[config.mk]
export PLATFORM = sky130hd
export DESIGN_NAME = keyed_wdog
export DESIGN_NICKNAME = d
export VERILOG_FILES = /design/src/rtl/wdog_pkg.sv /design/src/rtl/wdog_rst_sync.sv /design/src/rtl/wdog_regif.sv /design/src/rtl/wdog_counter.sv /design/src/rtl/wdog_cause.sv /design/src/rtl/keyed_wdog.sv
export SDC_FILE = /design/constraint.sdc
export NUM_CORES = 1
export LEC_CHECK = 0
export BUFFER_PORTS_ARGS = -buffer_cell sky130_fd_sc_hd__buf_2
export CAP_MARGIN = 20
export CORE_AREA = 2 2 95 79
export DETAILED_ROUTE_END_ITERATION = 10
export DIE_AREA = 0 0 97 81
export GPL_TIMING_DRIVEN = 1
export PLACE_DENSITY = 0.78
export SLEW_MARGIN = 15
export SYNTH_ARGS = -nofsm -noshare
export SYNTH_HDL_FRONTEND = slang
export SYNTH_SLANG_ARGS = --single-unit
[constraint.sdc]
create_clock -name clk_i -period 3.5 [get_ports clk_i]
set_input_delay 1.05 -clock clk_i [delete_from_list [all_inputs] [get_ports clk_i]]
set_output_delay 1.05 -clock clk_i [all_outputs]
set_load 0.01 [all_outputs]
[src/rtl/wdog_pkg.sv]
package wdog_pkg;
  localparam int DATA_W = 16;
  localparam int CNT_W  = 32;

  localparam logic [15:0] KEY_OPEN_A = 16'h3333;
  localparam logic [15:0] KEY_OPEN_B = 16'hCCCC;
  localparam logic [15:0] KEY_KICK_A = 16'hAAAA;
  localparam logic [15:0] KEY_KICK_B = 16'h5555;

  localparam logic [2:0] REG_CTRL  = 3'd0;
  localparam logic [2:0] REG_CNTLO = 3'd1;
  localparam logic [2:0] REG_CNTHI = 3'd2;
  localparam logic [2:0] REG_CAUSE = 3'd3;
  localparam logic [2:0] REG_ECHO  = 3'd4;

  typedef enum logic [1:0] {
    SEQ_IDLE  = 2'd0,
    SEQ_OPEN1 = 2'd1,
    SEQ_OPEN  = 2'd2,
    SEQ_KICK1 = 2'd3
  } seq_e;

  // Highest set bit of the select byte; bit 7 when empty.
  function automatic logic [2:0] sel_index(input logic [7:0] sel);
    logic [2:0] idx;
    idx = 3'd7;
    for (int i = 0; i < 8; i++) begin
      if (sel[i]) idx = 3'(i);
    end
    return idx;
  endfunction

  function automatic int unsigned sel_exponent(input logic [2:0] idx);
    if (idx == 3'd0) return 14;
    if (idx == 3'd1) return 24;
    return 23 + int'(idx);
  endfunction
endpackage

[src/rtl/wdog_rst_sync.sv]
module wdog_rst_sync (
  input  logic clk_i,
  input  logic rst_ni,
  output logic rst_no
);
  logic [1:0] sync_q;

  always_ff @(posedge clk_i or negedge rst_ni) begin
    if (!rst_ni) sync_q <= 2'b00;
    else         sync_q <= {sync_q[0], 1'b1};
  end

  assign rst_no = sync_q[1];
endmodule

[src/rtl/wdog_regif.sv]
module wdog_regif
  import wdog_pkg::*;
#(
  parameter int ADDR_W = 4
) (
  input  logic              clk_i,
  input  logic              rst_ni,
  input  logic [ADDR_W-1:0] addr_i,
  input  logic              we_i,
  input  logic [15:0]       wdata_i,
  input  logic [1:0]        be_i,
  output logic [15:0]       rdata_o,
  input  logic              expire_i,
  input  logic [CNT_W-1:0]  cnt_i,
  input  logic [3:0]        cause_i,
  output logic              cause_wr_o,
  output logic              cfg_en_o,
  output logic              cfg_wrst_o,
  output logic [7:0]        cfg_sel_o,
  output logic              flag_o,
  output logic              echo_o,
  output logic              kick_o
);
  seq_e       seq_q, seq_d;
  logic       en_q, en_d, wrst_q, wrst_d, flag_q, flag_d, echo_q, echo_d;
  logic [7:0] sel_q, sel_d;
  logic       hit_ctrl, hit_other, ctrl_acc, full, kick;

  assign hit_ctrl  = we_i && (addr_i == ADDR_W'(REG_CTRL));
  assign hit_other = we_i && (addr_i != ADDR_W'(REG_CTRL));
  assign ctrl_acc  = hit_ctrl && !echo_q;
  assign full      = (be_i == 2'b11);

  always_comb begin
    seq_d  = seq_q;
    en_d   = en_q;
    wrst_d = wrst_q;
    sel_d  = sel_q;
    flag_d = flag_q;
    echo_d = echo_q;
    kick   = 1'b0;
    if (hit_other) begin
      seq_d = SEQ_IDLE;
    end else if (ctrl_acc) begin
      if (seq_q == SEQ_OPEN) begin
        if (be_i[0]) sel_d = wdata_i[7:0];
        if (be_i[1]) begin
          en_d   = wdata_i[15];
          wrst_d = wdata_i[14];
          if (wdata_i[12]) flag_d = 1'b0;
        end
        seq_d = SEQ_IDLE;
      end else if (full && wdata_i == KEY_OPEN_A) begin
        seq_d = SEQ_OPEN1;
      end else if (full && seq_q == SEQ_OPEN1 && wdata_i == KEY_OPEN_B) begin
        seq_d = SEQ_OPEN;
      end else if (full && wdata_i == KEY_KICK_A) begin
        seq_d = SEQ_KICK1;
      end else if (full && seq_q == SEQ_KICK1 && wdata_i == KEY_KICK_B) begin
        kick  = 1'b1;
        seq_d = SEQ_IDLE;
      end else begin
        seq_d = SEQ_IDLE;
      end
    end
    if (expire_i) flag_d = 1'b1;
    if (we_i && addr_i == ADDR_W'(REG_ECHO) && be_i[0]) echo_d = wdata_i[0];
  end

  always_ff @(posedge clk_i or negedge rst_ni) begin
    if (!rst_ni) begin
      seq_q  <= SEQ_IDLE;
      en_q   <= 1'b0;
      wrst_q <= 1'b0;
      sel_q  <= 8'h00;
      flag_q <= 1'b0;
      echo_q <= 1'b0;
    end else begin
      seq_q  <= seq_d;
      en_q   <= en_d;
      wrst_q <= wrst_d;
      sel_q  <= sel_d;
      flag_q <= flag_d;
      echo_q <= echo_d;
    end
  end

  always_comb begin
    case (addr_i)
      ADDR_W'(REG_CTRL):  rdata_o = {en_q, wrst_q, 1'b0, flag_q, 4'b0000, sel_q};
      ADDR_W'(REG_CNTLO): rdata_o = cnt_i[15:0];
      ADDR_W'(REG_CNTHI): rdata_o = cnt_i[31:16];
      ADDR_W'(REG_CAUSE): rdata_o = {12'h000, cause_i};
      ADDR_W'(REG_ECHO):  rdata_o = {15'h0000, echo_q};
      default:            rdata_o = 16'h0000;
    endcase
  end

  assign cause_wr_o = we_i && (addr_i == ADDR_W'(REG_CAUSE)) && be_i[0];
  assign cfg_en_o   = en_q;
  assign cfg_wrst_o = wrst_q;
  assign cfg_sel_o  = sel_q;
  assign flag_o     = flag_q;
  assign echo_o     = echo_q;
  assign kick_o     = kick;
endmodule

[src/rtl/wdog_counter.sv]
module wdog_counter
  import wdog_pkg::*;
#(
  parameter int PRESCALE  = 16,
  parameter int SIM_SHIFT = 0
) (
  input  logic             clk_i,
  input  logic             rst_ni,
  input  logic             en_i,
  input  logic             wrst_i,
  input  logic [7:0]       sel_i,
  input  logic             kick_i,
  output logic [CNT_W-1:0] cnt_o,
  output logic             expire_o,
  output logic             req_o
);
  localparam int PW = (PRESCALE > 1) ? $clog2(PRESCALE) : 1;
  localparam logic [PW-1:0] PLAST = PW'(PRESCALE - 1);

  logic [PW-1:0]    pre_q, pre_d;
  logic [CNT_W-1:0] cnt_q, cnt_d, term_m1;
  logic             stop_q, stop_d, req_q, req_d, expire;
  logic [5:0]       shamt;

  always_comb begin
    shamt   = 6'(sel_exponent(sel_index(sel_i)) - SIM_SHIFT);
    term_m1 = (CNT_W'(1) << shamt) - CNT_W'(1);
  end

  always_comb begin
    pre_d  = pre_q;
    cnt_d  = cnt_q;
    stop_d = stop_q;
    expire = 1'b0;
    if (!en_i || kick_i) begin
      pre_d  = '0;
      cnt_d  = '0;
      stop_d = 1'b0;
    end else if (!stop_q) begin
      if (pre_q == PLAST) begin
        pre_d = '0;
        if (cnt_q == term_m1) begin
          expire = 1'b1;
          cnt_d  = '0;
          stop_d = wrst_i;
        end else begin
          cnt_d = cnt_q + CNT_W'(1);
        end
      end else begin
        pre_d = pre_q + PW'(1);
      end
    end
    req_d = expire && wrst_i;
  end

  always_ff @(posedge clk_i or negedge rst_ni) begin
    if (!rst_ni) begin
      pre_q  <= '0;
      cnt_q  <= '0;
      stop_q <= 1'b0;
      req_q  <= 1'b0;
    end else begin
      pre_q  <= pre_d;
      cnt_q  <= cnt_d;
      stop_q <= stop_d;
      req_q  <= req_d;
    end
  end

  assign cnt_o    = cnt_q;
  assign expire_o = expire;
  assign req_o    = req_q;
endmodule

[src/rtl/wdog_cause.sv]
module wdog_cause #(
  parameter int N = 4
) (
  input  logic         clk_i,
  input  logic         rst_ni,
  input  logic [N-1:0] set_i,
  input  logic         clr_we_i,
  input  logic [N-1:0] clr_mask_i,
  output logic [N-1:0] cause_o
);
  logic [N-1:0] cause_q, cause_d;

  always_comb begin
    cause_d = cause_q;
    if (clr_we_i) cause_d = cause_d & ~clr_mask_i;
    cause_d = cause_d | set_i;
  end

  always_ff @(posedge clk_i or negedge rst_ni) begin
    if (!rst_ni) cause_q <= '0;
    else         cause_q <= cause_d;
  end

  assign cause_o = cause_q;
endmodule

[src/rtl/keyed_wdog.sv]
module keyed_wdog
  import wdog_pkg::*;
#(
  parameter int ADDR_W    = 4,
  parameter int PRESCALE  = 16,
  parameter int SIM_SHIFT = 0
) (
  input  logic              clk_i,
  input  logic              rst_ni,
  input  logic [ADDR_W-1:0] bus_addr_i,
  input  logic              bus_we_i,
  input  logic [15:0]       bus_wdata_i,
  input  logic [1:0]        bus_be_i,
  output logic [15:0]       bus_rdata_o,
  input  logic [2:0]        other_cause_i,
  output logic              irq_o,
  output logic              sys_rst_req_o
);
  logic             rst_n;
  logic             cfg_en, cfg_wrst, irq_flag, echo_on, kick, expire, cause_wr;
  logic [7:0]       cfg_sel;
  logic [CNT_W-1:0] cnt;
  logic [3:0]       cause;

  wdog_rst_sync u_sync (.clk_i(clk_i), .rst_ni(rst_ni), .rst_no(rst_n));

  wdog_regif #(.ADDR_W(ADDR_W)) u_regif (
    .clk_i(clk_i), .rst_ni(rst_n),
    .addr_i(bus_addr_i), .we_i(bus_we_i), .wdata_i(bus_wdata_i), .be_i(bus_be_i),
    .rdata_o(bus_rdata_o), .expire_i(expire), .cnt_i(cnt), .cause_i(cause),
    .cause_wr_o(cause_wr), .cfg_en_o(cfg_en), .cfg_wrst_o(cfg_wrst),
    .cfg_sel_o(cfg_sel), .flag_o(irq_flag), .echo_o(echo_on), .kick_o(kick)
  );

  wdog_counter #(.PRESCALE(PRESCALE), .SIM_SHIFT(SIM_SHIFT)) u_cnt (
    .clk_i(clk_i), .rst_ni(rst_n), .en_i(cfg_en), .wrst_i(cfg_wrst),
    .sel_i(cfg_sel), .kick_i(kick), .cnt_o(cnt), .expire_o(expire),
    .req_o(sys_rst_req_o)
  );

  wdog_cause #(.N(4)) u_cause (
    .clk_i(clk_i), .rst_ni(rst_n),
    .set_i({expire && cfg_wrst, other_cause_i}),
    .clr_we_i(cause_wr), .clr_mask_i(bus_wdata_i[3:0]), .cause_o(cause)
  );

  assign irq_o = irq_flag;
endmodule

==> run summary, run 1 <==
DIE
--------------------------------------------------------------------------------------------------------
DIE HEIGHT                                                                                         81 um
Die Area                                                                                      7860 sq um
Core outline area                                                                             7040 sq um
Number of ports placed on the die boundary                                                            46
Number of placement rows                                                                              28
Initial core utilization                                                                           55.9%
Die W                                                                                              97 um

CELLS AND AREA
--------------------------------------------------------------------------------------------------------
Most common cell after layout, fill and taps aside                                          sky130_fd_sc_hd__dfrtp_1
Commonest cells after routing, fill and taps aside                                          55 x sky130_fd_sc_hd__dfrtp_1, 45 x sky130_fd_sc_hd__buf_2, 40 x sky130_fd_sc_hd__nand2_1
Final Net Count                                                                                      522
Utilization after layout                                                                           67.1%
Share of final-layout standard cells stronger than drive strength 1                                29.6%
# fillers                                                                                            565
N_diodes                                                                                               0
Area growth from synthesis to layout                                                               20.0%
Area occupied by registers                                                                    1460 sq um
Total non-filler cell area in the finished layout                                             4720 sq um
Area of the multi-input gates                                                                 2400 sq um

YOSYS
--------------------------------------------------------------------------------------------------------
Share of synthesized registers carrying an async set or reset                                       100%
Number of enable-type register cells in the synthesized netlist                                        0
Synth Cell Area                                                                               3940 sq um
Biggest area consumer among synthesized cells                                               sky130_fd_sc_hd__dfrtp_1
Synthesized area per cell                                                                     9.20 sq um
Total of warnings raised by yosys                                                                      0
Area contributors post-synth                                                                sky130_fd_sc_hd__dfrtp_1 37%, sky130_fd_sc_hd__a211oi_2 3.8%, sky130_fd_sc_hd__nand2_1 3.8%
Number of distinct library cells after synthesis                                                      68
Register area share after synthesis                                                                36.9%
Area share of the largest cell type after synthesis                                                36.9%
Main synth FF type                                                                          sky130_fd_sc_hd__dfrtp_1
Post-synth net total                                                                                 461
Gate Count Post-Synth                                                                                428
FF+latch count, synth                                                                                 58

GLOBAL ROUTING
--------------------------------------------------------------------------------------------------------
Pin count of the biggest net entering global routing                                                  37
Number of global-route vias before repair                                                           3457
Total routing usage reported by global routing                                                     28.2%
Remaining global-route overflow                                                                        0
Global-route wire length before repair                                                           17.5 mm
Number of antenna violations at the first check in global routing                                      0

ROUTE
--------------------------------------------------------------------------------------------------------
TritonRoute pass-1 iters                                                                               6
Post-route ant nets                                                                                    0
Vias per inst                                                                                       6.46
Remaining design rule violation count                                                                  0
Routed wire length                                                                               11.2 mm
Via Count                                                                                           3772
Starting DRT DRC Count                                                                               411
Detailed-route wire length per cell                                                              19.1 um

CLOCK TREE
--------------------------------------------------------------------------------------------------------
Root cell of the clock tree                                                                 sky130_fd_sc_hd__clkbuf_8
H-tree depth                                                                                           3
CTS tree                                                                                             yes
Post-CTS clock slew at the launch and capture registers of the worst setup and hold paths        0.07 ns
Max Root-Sink Buffers                                                                                  2
Clock buffer count from CTS                                                                            9
Insertion delay to the later sink of the worst-skew pair                                         0.35 ns
Hold buffers post-CTS                                                                                  0
Number of clock sinks seen by CTS                                                                     58

STA
--------------------------------------------------------------------------------------------------------
Final Worst Setup Slack                                                                         0.125 ns
Fin. max-slew vios                                                                                     0
Final TNS setup                                                                                     0 ns
Worst clock skew                                                                              0.00643 ns
Worst-margin pin slew                                                                           0.803 ns
Total count of hold-check failures in the final report                                                 0
Final worst path period share                                                                      96.4%
Max Clk Rate                                                                                     296 MHz
Final count of negative-setup-slack endpoints                                                          0
Min Tclk post-route                                                                              3.37 ns
Slew HR                                                                                            46.3%

PLACE
--------------------------------------------------------------------------------------------------------
Area after DPL                                                                                4380 sq um
Estimated wirelength of the detail-placed design                                                 7.94 mm
Final weighted congestion in routability-driven placement                                          0.910
Total of buffers placed on input and output ports                                                     45
Pre-CTS worst setup slack                                                                     -0.0719 ns

WORST SETUP PATH
--------------------------------------------------------------------------------------------------------
Critical path data required time                                                                 3.78 ns
Startpoint-to-endpoint class of the critical path                                             reg -> reg
Number of cells on the worst reg-to-reg path                                                          14
Maximum net fanout on the critical path                                                                9
CP Capture Type                                                                                flip-flop
Kind of start point of the critical path                                                       flip-flop
Worst endpoint data arrival time                                                                 3.65 ns

POWER AND IR DROP
--------------------------------------------------------------------------------------------------------
Power after layout                                                                             0.00130 W
LEAKAGE                                                                                          2.01 nW
Worst VDD drop                                                                                  0.276 mV
Cell Pwr Density                                                                             275 nW/um^2

MIN PATH
--------------------------------------------------------------------------------------------------------
Type of the most critical hold path                                                         reg -> async

JOB
--------------------------------------------------------------------------------------------------------
Max Cap Viol                                                                                           0

RUN STATUS
--------------------------------------------------------------------------------------------------------
Run status                                                                                     completed

## registers in the layout, indices dropped and copies added (netlist names)
signal,cells
u_cnt.pre_q,4
u_cnt.stop_q,1
u_cnt.cnt_o,32
u_regif.cfg_sel_o,8
u_regif.echo_o,1
u_regif.seq_q,2
u_sync.sync_q,2
u_regif.cfg_en_o,1
u_regif.flag_o,1
u_cnt.req_o,1
u_cause.cause_o,4
u_regif.cfg_wrst_o,1
## synthesized netlist by cell type, types with 4 or more instances
master                      n
sky130_fd_sc_hd__nand3_1   19
sky130_fd_sc_hd__nand2_1   40
sky130_fd_sc_hd__o21ai_0    6
sky130_fd_sc_hd__or4_1      4
sky130_fd_sc_hd__o211ai_1   5
sky130_fd_sc_hd__and2_1     4
sky130_fd_sc_hd__nor2b_1    8
sky130_fd_sc_hd__inv_1     21
sky130_fd_sc_hd__nor3_1    11
sky130_fd_sc_hd__o21ai_1   10
sky130_fd_sc_hd__ha_1       5
sky130_fd_sc_hd__and4_1     4
sky130_fd_sc_hd__a22o_1     6
sky130_fd_sc_hd__dfrtp_1   58
sky130_fd_sc_hd__a21oi_1   13
sky130_fd_sc_hd__clkbuf_1  18
sky130_fd_sc_hd__xnor2_1   15
sky130_fd_sc_hd__a211oi_2  12
sky130_fd_sc_hd__nor4_1     7
sky130_fd_sc_hd__nor2_1    25
sky130_fd_sc_hd__xor2_1    14
sky130_fd_sc_hd__a222oi_1  11
sky130_fd_sc_hd__a21o_1     5
sky130_fd_sc_hd__and3_1     8
sky130_fd_sc_hd__or3_1      7
sky130_fd_sc_hd__a31oi_1    4
sky130_fd_sc_hd__nand4_1   12
sky130_fd_sc_hd__nor3b_1    4
sky130_fd_sc_hd__mux2_2    11
sky130_fd_sc_hd__nor4_2     4
## through the flow
stage | hold slack, ns | instances
6_report | 0.293 | 584
2_1_floorplan | 0.331 | 428
4_1_cts | 0.330 | 578
3_3_place_gp | 0.320 | 562
5_1_grt | 0.362 | 584
3_5_place_dp | 0.320 | 562
## worst max-delay path, stage by stage (launching register included)
cell	delay [ns]
sky130_fd_sc_hd__dfrtp_1	0.41
sky130_fd_sc_hd__nor2b_1	0.16
sky130_fd_sc_hd__o21a_1	0.19
sky130_fd_sc_hd__nor2_2	0.14
sky130_fd_sc_hd__inv_1	0.10
sky130_fd_sc_hd__ha_2	0.20
sky130_fd_sc_hd__or2_2	0.36
sky130_fd_sc_hd__nor4_4	0.20
sky130_fd_sc_hd__o21ai_4	0.16
sky130_fd_sc_hd__or3_1	0.39
sky130_fd_sc_hd__a21oi_2	0.17
sky130_fd_sc_hd__o211ai_1	0.09
sky130_fd_sc_hd__and4bb_4	0.42
sky130_fd_sc_hd__buf_6	0.14
sky130_fd_sc_hd__a41o_1	0.18
## cell type report
class                   instances  share of cell area [%]
repair buffers                 72                    10.4
flip-flops and latches         58                    30.8
well taps                      90                    2.38
clock buffers                  10                    2.91
multi-input cells             327                    50.9
inverters                      21                    1.67
clock inverters                 6                   0.901
## metal layers
metal	GRT usage (%)	routed length, um	vias to the layer above
met2	43.4	5080	159
met3	6.97	923	24
met4	8.31	187	0
met1	40.0	4990	1852
met5	0	0	-
li1	-	-	1737
## repair_timing
action	4_1_cts	5_1_grt
gates cloned	0	2
resized for setup	1	21
endpoints found under the setup margin	18	25
setup buffers	0	4
pin swaps	0	8
## cells by family after synthesis
| logic type | count (synthesis) | synth area share, % |
|---|---|---|
| other | 1 | 0.0953 |
| XOR/XNOR | 29 | 6.45 |
| adder cells (fa/ha/maj) | 5 | 1.59 |
| AND/OR/NAND/NOR | 177 | 25.8 |
| multiplexers | 12 | 3.40 |
| buffers and inverters | 43 | 4.55 |
| AO/OA/AOI/OAI | 103 | 21.2 |
| flip-flops | 58 | 36.9 |
## worst paths after layout
path | from | end | slack (ns)
worst min register to register | u_sync.sync_q[1] | u_cnt.cnt_o[8] | 0.29
worst min-delay path | u_sync.sync_q[1] | u_cnt.cnt_o[8] | 0.29
worst max-delay path | u_regif.cfg_sel_o[0] | u_cause.cause_o[3] | 0.13
min in group clk_i | u_sync.sync_q[0] | u_sync.sync_q[1] | 0.36
max in group asynchronous | u_sync.sync_q[1] | u_regif.cfg_sel_o[5] | 2.34
worst max register to register | u_regif.cfg_sel_o[0] | u_cause.cause_o[3] | 0.13
## report_power, final
group / internal, W / switching [W] / total [W]
clock: 0.000275 / 0.000286 / 0.000561
combinational: 0.0000222 / 0.0000325 / 0.0000547
sequential: 0.000674 / 0.0000109 / 0.000685
Power figures use the tool's default switching activity.
==> run 2, diff against run 1 <==
- clock period: 3.5 -> 3.6 ns (I/O delays scaled with it)
==> run 2 against run 1 <==
Against the previous run: clock power is 5.7% higher; setup slack got worse by 0.010 ns; clock-buffer cell count is 1 lower; largest power group unchanged; via count increased by 0.82%; cell count shrank 1.0%; critical endpoint is now u_cnt.req_o; clock skew fell by 0.0014 ns; sequential cell count is the same; hold slack improved by 0.058 ns; sequential share of layout area increased by 0.56 points; die area did not move.
==> run summary, run 2 (synthesis gave the netlist of run 1 again) <==
CELLS AND AREA
--------------------------------------------------------------------------------------------------------
N_diodes                                                                                               0   unchanged
Most common cell after layout, fill and taps aside                                          sky130_fd_sc_hd__dfrtp_1
Commonest cells after routing, fill and taps aside                                          56 x sky130_fd_sc_hd__dfrtp_1, 45 x sky130_fd_sc_hd__buf_2, 40 x sky130_fd_sc_hd__nand2_1
Area occupied by registers                                                                    1450 sq um   about the same
Largest register FFs                                                                                  32   unchanged
Area of the multi-input gates                                                                 2420 sq um   +0.52%
Share of final-layout standard cells stronger than drive strength 1                                27.3%   -2.3 points
Area growth from synthesis to layout                                                               17.7%
Final Net Count                                                                                      516   -1.1%
# fillers                                                                                            556   -1.6%

GLOBAL ROUTING
--------------------------------------------------------------------------------------------------------
Total routing usage reported by global routing                                                     28.0%   -0.21 points
GRT met1 Usage                                                                                     39.2%   -0.76 points
Number of global-route vias before repair                                                           3490   +0.95%
Remaining global-route overflow                                                                        0   unchanged
Grt met2 use                                                                                       44.3%   +0.90 points
Global-route wire length before repair                                                           17.5 mm   +0.28%
Number of antenna violations at the first check in global routing                                      0   unchanged
GR peak layer                                                                                       met2
Met3 usage in global routing                                                                       5.51%   -1.5 points
Pin count of the biggest net entering global routing                                                  57   +54%

ROUTE
--------------------------------------------------------------------------------------------------------
Vias per inst                                                                                       6.58   +1.9%
Remaining design rule violation count                                                                  0   unchanged
Via Count                                                                                           3803   +0.82%
Starting DRT DRC Count                                                                               432   +5.1%
Post-route ant nets                                                                                    0   unchanged
Routed wire length                                                                               11.4 mm   +1.7%
TritonRoute pass-1 iters                                                                               5   -1
Detailed-route wire length per cell                                                              19.7 um   +2.8%

STA
--------------------------------------------------------------------------------------------------------
Worst clock skew                                                                              0.00501 ns   -0.00141 ns
Final Worst Setup Slack                                                                         0.115 ns   -0.0105 ns
Max Clk Rate                                                                                     287 MHz   -3.2%
Final worst path period share                                                                      96.8%   +0.39 points
Min Tclk post-route                                                                              3.49 ns   +0.110 ns
Worst-margin pin slew                                                                           0.830 ns   +0.0267 ns
Final count of negative-setup-slack endpoints                                                          0   unchanged
Total count of hold-check failures in the final report                                                 0   unchanged
Fin. max-slew vios                                                                                     0   unchanged
WHS                                                                                             0.351 ns   +0.0577 ns
Slew HR                                                                                            44.5%   -1.8 points

PLACE
--------------------------------------------------------------------------------------------------------
Estimated wirelength of the detail-placed design                                                 7.93 mm   -0.22%
Total of buffers placed on input and output ports                                                     45   unchanged
Pre-CTS worst setup slack                                                                    -0.00794 ns   +0.0640 ns
Final weighted congestion in routability-driven placement                                          0.902   -0.90%

DIE
--------------------------------------------------------------------------------------------------------
Initial core utilization                                                                           55.9%   unchanged
Die W                                                                                              97 um   unchanged
DIE HEIGHT                                                                                         81 um   unchanged
Number of placement rows                                                                              28   unchanged
Die Area                                                                                      7860 sq um   unchanged
Core outline area                                                                             7040 sq um   unchanged
Number of ports placed on the die boundary                                                            46   unchanged

POWER AND IR DROP
--------------------------------------------------------------------------------------------------------
LEAKAGE                                                                                          1.97 nW   -2.1%
Switching power                                                                               0.000319 W   -3.1%
Internal power summed over all cells                                                          0.000995 W   +2.4%
Fraction of power consumed by the clock network                                                    45.2%   +2.1 points
Cell Pwr Density                                                                             283 nW/um^2   +2.9%
Worst VDD drop                                                                                  0.245 mV   -11%
Logic pwr share                                                                                     4.5%   +0.3 points
Switching fraction of total power                                                                  24.3%   -1.0 points
Power after layout                                                                             0.00131 W   +1.0%
Sequential group share of total power                                                              50.3%   -2.4 points

WORST SETUP PATH
--------------------------------------------------------------------------------------------------------
Worst endpoint data arrival time                                                                 3.72 ns   +0.07 ns
CP peak stage delay                                                                              0.40 ns   -0.02 ns
CP Capture Type                                                                                flip-flop
Startpoint-to-endpoint class of the critical path                                             reg -> reg
Crit path cell chain                                                                        buf_4 -> nor3_1 -> o21a_2 -> nor2_2 -> inv_1 -> ha_2 -> inv_1 -> and2_1 -> a31o_2 -> a31o_1 -> a2111o_1 -> o22ai_4 -> nand4_1 -> buf_4 -> nor4_1
Critical path data required time                                                                 3.83 ns   +0.05 ns
Maximum net fanout on the critical path                                                                5   -4
Kind of start point of the critical path                                                       flip-flop
CP max-delay cell                                                                           sky130_fd_sc_hd__a2111o_1

JOB
--------------------------------------------------------------------------------------------------------
Max Cap Viol                                                                                           0   unchanged

MIN PATH
--------------------------------------------------------------------------------------------------------
Type of the most critical hold path                                                           reg -> reg

CLOCK TREE
--------------------------------------------------------------------------------------------------------
Number of clock sinks seen by CTS                                                                     58   unchanged
Post-CTS clock slew at the launch and capture registers of the worst setup and hold paths        0.07 ns   about the same
Insertion delay to the later sink of the worst-skew pair                                         0.34 ns   about the same
Root cell of the clock tree                                                                 sky130_fd_sc_hd__clkbuf_8
Max Root-Sink Buffers                                                                                  2   unchanged
CTS tree                                                                                             yes
Hold buffers post-CTS                                                                                  0   unchanged
Clock buffer count from CTS                                                                            9   unchanged
H-tree depth                                                                                           3   unchanged

RUN STATUS
--------------------------------------------------------------------------------------------------------
Run status                                                                                     completed

## run 2: cell count changes in the layout (fill, tap and decap cells not counted), sizes merged
cell    change
buf         -6
clkbuf      -3
and4bb      +2
bufinv      +1
clkinv      -1
inv         +1
## run 2: path summary, 6_finish.rpt
kind / from / end / slack, ns / cells after the start
worst max-delay path: u_regif.cfg_sel_o[3] / u_cnt.req_o / 0.11 / 15
worst min-delay path: u_sync.sync_q[0] / u_sync.sync_q[1] / 0.35 / 0
worst max register to register: u_regif.cfg_sel_o[3] / u_cnt.req_o / 0.11 / 15
worst min register to register: u_sync.sync_q[0] / u_sync.sync_q[1] / 0.35 / 0
max in group asynchronous: u_sync.sync_q[1] / u_regif.cfg_sel_o[0] / 2.68 / 1
min in group asynchronous: u_sync.sync_q[1] / u_cnt.cnt_o[12] / 0.40 / 1
## run 2: per-stage QoR
stage / utilization (%) / cell area, sq um / std cells / TNS [ns]
final: 65.8 / 4630 / 578 / 0
after global routing: 65.8 / 4630 / 578 / -0.0144
after floorplan: - / 3940 / 428 / 0
after detailed placement: 61.6 / 4340 / 559 / -0.0166
after CTS: 64.4 / 4540 / 575 / -0.106
after global placement: 61.6 / 4340 / 559 / 0
## run 2: final cells by class
type                       count  area share, %
inverter                      21           1.70
timing repair buffer          64           8.21
clock buffer                   9           2.67
multi-input combinational    329           52.1
tap                           90           2.43
sequential                    58           31.4
clock inverter                 7           1.48
## run 2: metal layers
layer,wire length [um],share of wire [%],vias up
li1,-,-,1731
met1,4810,42,1842
met2,5180,46,199
met3,1120,9.9,31
met4,262,2.3,0
met5,0,0,-
## run 2: repair_timing
action                     CTS  global route
cloned                       0             2
resized for setup            1            14
buffers inserted             0             1
setup endpoints to repair    7            25
pin swaps                    1             3
## run 2: power groups by stage
stage | sequential [W] | clock (W) | combinational, W
floorplan | 0.000680 | 0 | 0.0000163
global placement | 0.000672 | 0 | 0.0000578
detailed placement | 0.000673 | 0 | 0.0000591
CTS | 0.000660 | 0.000595 | 0.0000592
global route | 0.000661 | 0.000621 | 0.0000662
finish | 0.000661 | 0.000593 | 0.0000594
## run 2: critical path: cells and delay by family (launching register included)
kind	cells	cell delay (ns)
and+or+nand+nor	5	0.88
adders and majority gates	1	0.22
DFF	1	0.38
buffers and inverters	4	0.53
AOI/OAI and AO/OA	5	1.38
==> run 3, diff against run 2 <==
==> constraint.sdc (replaced) <==
create_clock -name clk_i -period 3.6 [get_ports clk_i]
set_input_delay 0.18 -clock clk_i [delete_from_list [all_inputs] [get_ports clk_i]]
set_output_delay 0.18 -clock clk_i [all_outputs]
set_load 0.01 [all_outputs]
==> run 3 against run 2 <==
Against the previous run: setup slack got worse by 0.0014 ns; sequential cell count stayed put; critical path depth down 2; global-route usage grew 0.34 points; critical path type unchanged; clock-buffer cell count rose by 2; clock power is 24% higher; highest routed layer unchanged; sequential power barely moved; routed wire length down 0.68%; combinational power is 4.4% higher.
==> run summary, run 3 (synthesis gave the netlist of run 1 again) <==
RUN STATUS
--------------------------------------------------------------------------------------------------------
Run status                                                                                     completed

CELLS AND AREA
--------------------------------------------------------------------------------------------------------
Area of the multi-input gates                                                                 2390 sq um   -0.93%
Final Net Count                                                                                      513   -0.58%
Largest register FFs                                                                                  32   unchanged
Share of final-layout standard cells stronger than drive strength 1                                26.6%   -0.66 points
Commonest cells after routing, fill and taps aside                                          56 x sky130_fd_sc_hd__dfrtp_1, 45 x sky130_fd_sc_hd__buf_2, 40 x sky130_fd_sc_hd__nand2_1
Area growth from synthesis to layout                                                               18.2%
N_diodes                                                                                               0   unchanged
Most common cell after layout, fill and taps aside                                          sky130_fd_sc_hd__dfrtp_1
Area occupied by registers                                                                    1450 sq um   unchanged
Total non-filler cell area in the finished layout                                             4650 sq um   +0.35%
# fillers                                                                                            585   +5.2%

CLOCK TREE
--------------------------------------------------------------------------------------------------------
Number of clock sinks seen by CTS                                                                     58   unchanged
Clock buffer count from CTS                                                                            9   unchanged
Max Root-Sink Buffers                                                                                  2   unchanged
Post-CTS clock slew at the launch and capture registers of the worst setup and hold paths        0.07 ns   about the same
CTS tree                                                                                             yes
Insertion delay to the later sink of the worst-skew pair                                         0.35 ns   about the same
H-tree depth                                                                                           3   unchanged
Root cell of the clock tree                                                                 sky130_fd_sc_hd__clkbuf_8

WORST SETUP PATH
--------------------------------------------------------------------------------------------------------
Critical path data required time                                                                 3.81 ns   -0.02 ns
Startpoint-to-endpoint class of the critical path                                             reg -> reg
Worst endpoint data arrival time                                                                 3.70 ns   -0.02 ns
CP peak stage delay                                                                              0.39 ns   about the same
CP max-delay cell                                                                           sky130_fd_sc_hd__dfrtp_1
Kind of start point of the critical path                                                       flip-flop
Capture instance of the worst register-to-register path                                     u_cnt.cnt_o[11]
CP Capture Type                                                                                flip-flop
Reg-to-reg setup timing slack                                                                    0.11 ns   about the same
Maximum net fanout on the critical path                                                               17   +12
Crit path cell chain                                                                        or2_2 -> o21ai_0 -> nor3b_4 -> ha_2 -> nand2b_1 -> and2_1 -> a31o_2 -> a31o_1 -> a2111o_1 -> o22ai_2 -> and4bb_4 -> buf_12 -> a211oi_2
Beginning of the worst register-to-register path                                            u_regif.cfg_sel_o[3]
Number of cells on the worst reg-to-reg path                                                          13   -2

MIN PATH
--------------------------------------------------------------------------------------------------------
Sink of the worst hold path                                                                 u_cause.cause_o[1]
Type of the most critical hold path                                                            in -> reg
Hold Startpoint                                                                             other_cause_i[1]
Worst hold stages                                                                                      2   +2

STA
--------------------------------------------------------------------------------------------------------
Slew HR                                                                                            52.1%   +7.7 points
WHS                                                                                            0.0140 ns   -0.337 ns
Final TNS setup                                                                                     0 ns   unchanged
Worst-margin pin slew                                                                           0.718 ns   -0.112 ns
Max Clk Rate                                                                                     287 MHz   about the same
Worst clock skew                                                                              0.00777 ns   +0.00275 ns
Total count of hold-check failures in the final report                                                 0   unchanged
Final count of negative-setup-slack endpoints                                                          0   unchanged
Min Tclk post-route                                                                              3.49 ns   +0.00143 ns
Fin. max-slew vios                                                                                     0   unchanged
Final worst path period share                                                                      96.8%   about the same
Final Worst Setup Slack                                                                         0.114 ns   -0.00142 ns

ROUTE
--------------------------------------------------------------------------------------------------------
TritonRoute pass-1 iters                                                                               5   unchanged
Routed wire length                                                                               11.3 mm   -0.68%
Detailed-route wire length per cell                                                              19.6 um   -0.16%
Via Count                                                                                           3765   -1.0%
Vias per inst                                                                                       6.55   -0.48%
Starting DRT DRC Count                                                                               421   -2.5%
Remaining design rule violation count                                                                  0   unchanged
Post-route ant nets                                                                                    0   unchanged

POWER AND IR DROP
--------------------------------------------------------------------------------------------------------
Switching fraction of total power                                                                  21.9%   -2.4 points
Sequential group share of total power                                                              45.3%   -5.0 points
Worst VDD drop                                                                                  0.334 mV   +36%
Fraction of power consumed by the clock network                                                    50.4%   +5.2 points
Switching power                                                                               0.000319 W   about the same
LEAKAGE                                                                                          1.97 nW   about the same
Internal power summed over all cells                                                           0.00114 W   +14%
Cell Pwr Density                                                                             313 nW/um^2   +11%
Logic pwr share                                                                                     4.3%   -0.2 points

PLACE
--------------------------------------------------------------------------------------------------------
Estimated wirelength of the detail-placed design                                                 8.00 mm   +0.87%
Area after DPL                                                                                4330 sq um   -0.35%
Final weighted congestion in routability-driven placement                                          0.864   -4.2%
Pre-CTS worst setup slack                                                                    -0.00499 ns   +0.00295 ns
Total of buffers placed on input and output ports                                                     45   unchanged

DIE
--------------------------------------------------------------------------------------------------------
Die W                                                                                              97 um   unchanged
Number of placement rows                                                                              28   unchanged
Die Area                                                                                      7860 sq um   unchanged
Number of ports placed on the die boundary                                                            46   unchanged
Core outline area                                                                             7040 sq um   unchanged
DIE HEIGHT                                                                                         81 um   unchanged
Initial core utilization                                                                           55.9%   unchanged

GLOBAL ROUTING
--------------------------------------------------------------------------------------------------------
Number of antenna violations at the first check in global routing                                      0   unchanged
Global-route wire length before repair                                                           17.7 mm   +1.2%
Grt met2 use                                                                                       45.6%   +1.3 points
GRT met1 Usage                                                                                     39.9%   +0.70 points
Total routing usage reported by global routing                                                     28.4%   +0.34 points
GR peak layer                                                                                       met2
Pin count of the biggest net entering global routing                                                  57   unchanged
Remaining global-route overflow                                                                        0   unchanged
Number of global-route vias before repair                                                           3524   +0.97%
Met3 usage in global routing                                                                       4.65%   -0.86 points

JOB
--------------------------------------------------------------------------------------------------------
Max Cap Viol                                                                                           0   unchanged

[run 3: changes by cell type in the layout (fill, tap and decap cells not counted), sizes merged]
| cell | before | now |
|---|---|---|
| dlygate4sd3 | 0 | 2 |
| clkinv | 3 | 1 |
| and4bb | 3 | 1 |
| clkbuf | 9 | 11 |
| clkinvlp | 2 | 1 |
| inv | 22 | 21 |
| bufinv | 1 | 3 |
| buf | 64 | 61 |
[run 3: critical path: cells and delay by family (launching register included)]
kind | cells | cell delay [ns]
flip-flops | 1 | 0.39
AND/OR/NAND/NOR | 5 | 1.19
buffers and inverters | 1 | 0.18
AO/OA/AOI/OAI | 6 | 1.32
adder cells (fa/ha/maj) | 1 | 0.26
[run 3: final cells by class]
| class | instances | share of cell area [%] |
|---|---|---|
| Timing Repair Buffer | 63 | 8.12 |
| Clock inverter | 5 | 2.21 |
| Multi-Input combinational cell | 327 | 51.5 |
| Tap cell | 90 | 2.42 |
| Inverter | 21 | 1.69 |
| Sequential cell | 58 | 31.3 |
| Clock buffer | 11 | 2.82 |
[run 3: timing repair]
item,CTS,global route
endpoints found under the setup margin,12,25
hold buffers,2,0
hold endpoints to repair,3,0
pin swaps,0,4
resized for setup,1,15
buffers inserted,0,0
gates cloned,0,0
[run 3: through the flow]
stage | cells | utilization (%) | power, W
3_3_place_gp | 557 | 61.4 | 0.000729
3_5_place_dp | 557 | 61.4 | 0.000731
6_report | 575 | 66.0 | 0.00146
2_1_floorplan | 428 | - | 0.000696
5_1_grt | 575 | 66.0 | 0.00149
4_1_cts | 575 | 65.1 | 0.00146
[run 3: per-layer routing]
metal,up-vias,wire [um]
li1,1718,-
met5,-,0
met2,158,5300
met4,0,121
met3,16,777
met1,1873,5100
[run 3: worst max path at each step]
| stage | to | startpoint | depth (start not counted) |
|---|---|---|---|
| after global placement | u_cnt.cnt_o[23] | u_regif.cfg_sel_o[0] | 13 |
| after floorplan | u_cnt.cnt_o[14] | u_regif.cfg_sel_o[3] | 13 |
| after global routing | u_cnt.cnt_o[5] | u_regif.cfg_sel_o[3] | 13 |
| final | u_cnt.cnt_o[11] | u_regif.cfg_sel_o[3] | 13 |
| after CTS | u_cnt.cnt_o[11] | u_regif.cfg_sel_o[0] | 13 |
| after detailed placement | u_cnt.cnt_o[11] | u_regif.cfg_sel_o[3] | 13 |
[run 3: power groups by stage]
stage / Clock [W] / Combinational (W) / Sequential, W
5_1_grt: 0.000760 / 0.0000678 / 0.000661
3_3_place_gp: 0 / 0.0000575 / 0.000672
3_5_place_dp: 0 / 0.0000590 / 0.000672
2_1_floorplan: 0 / 0.0000163 / 0.000680
6_report: 0.000734 / 0.0000620 / 0.000661
4_1_cts: 0.000738 / 0.0000613 / 0.000660
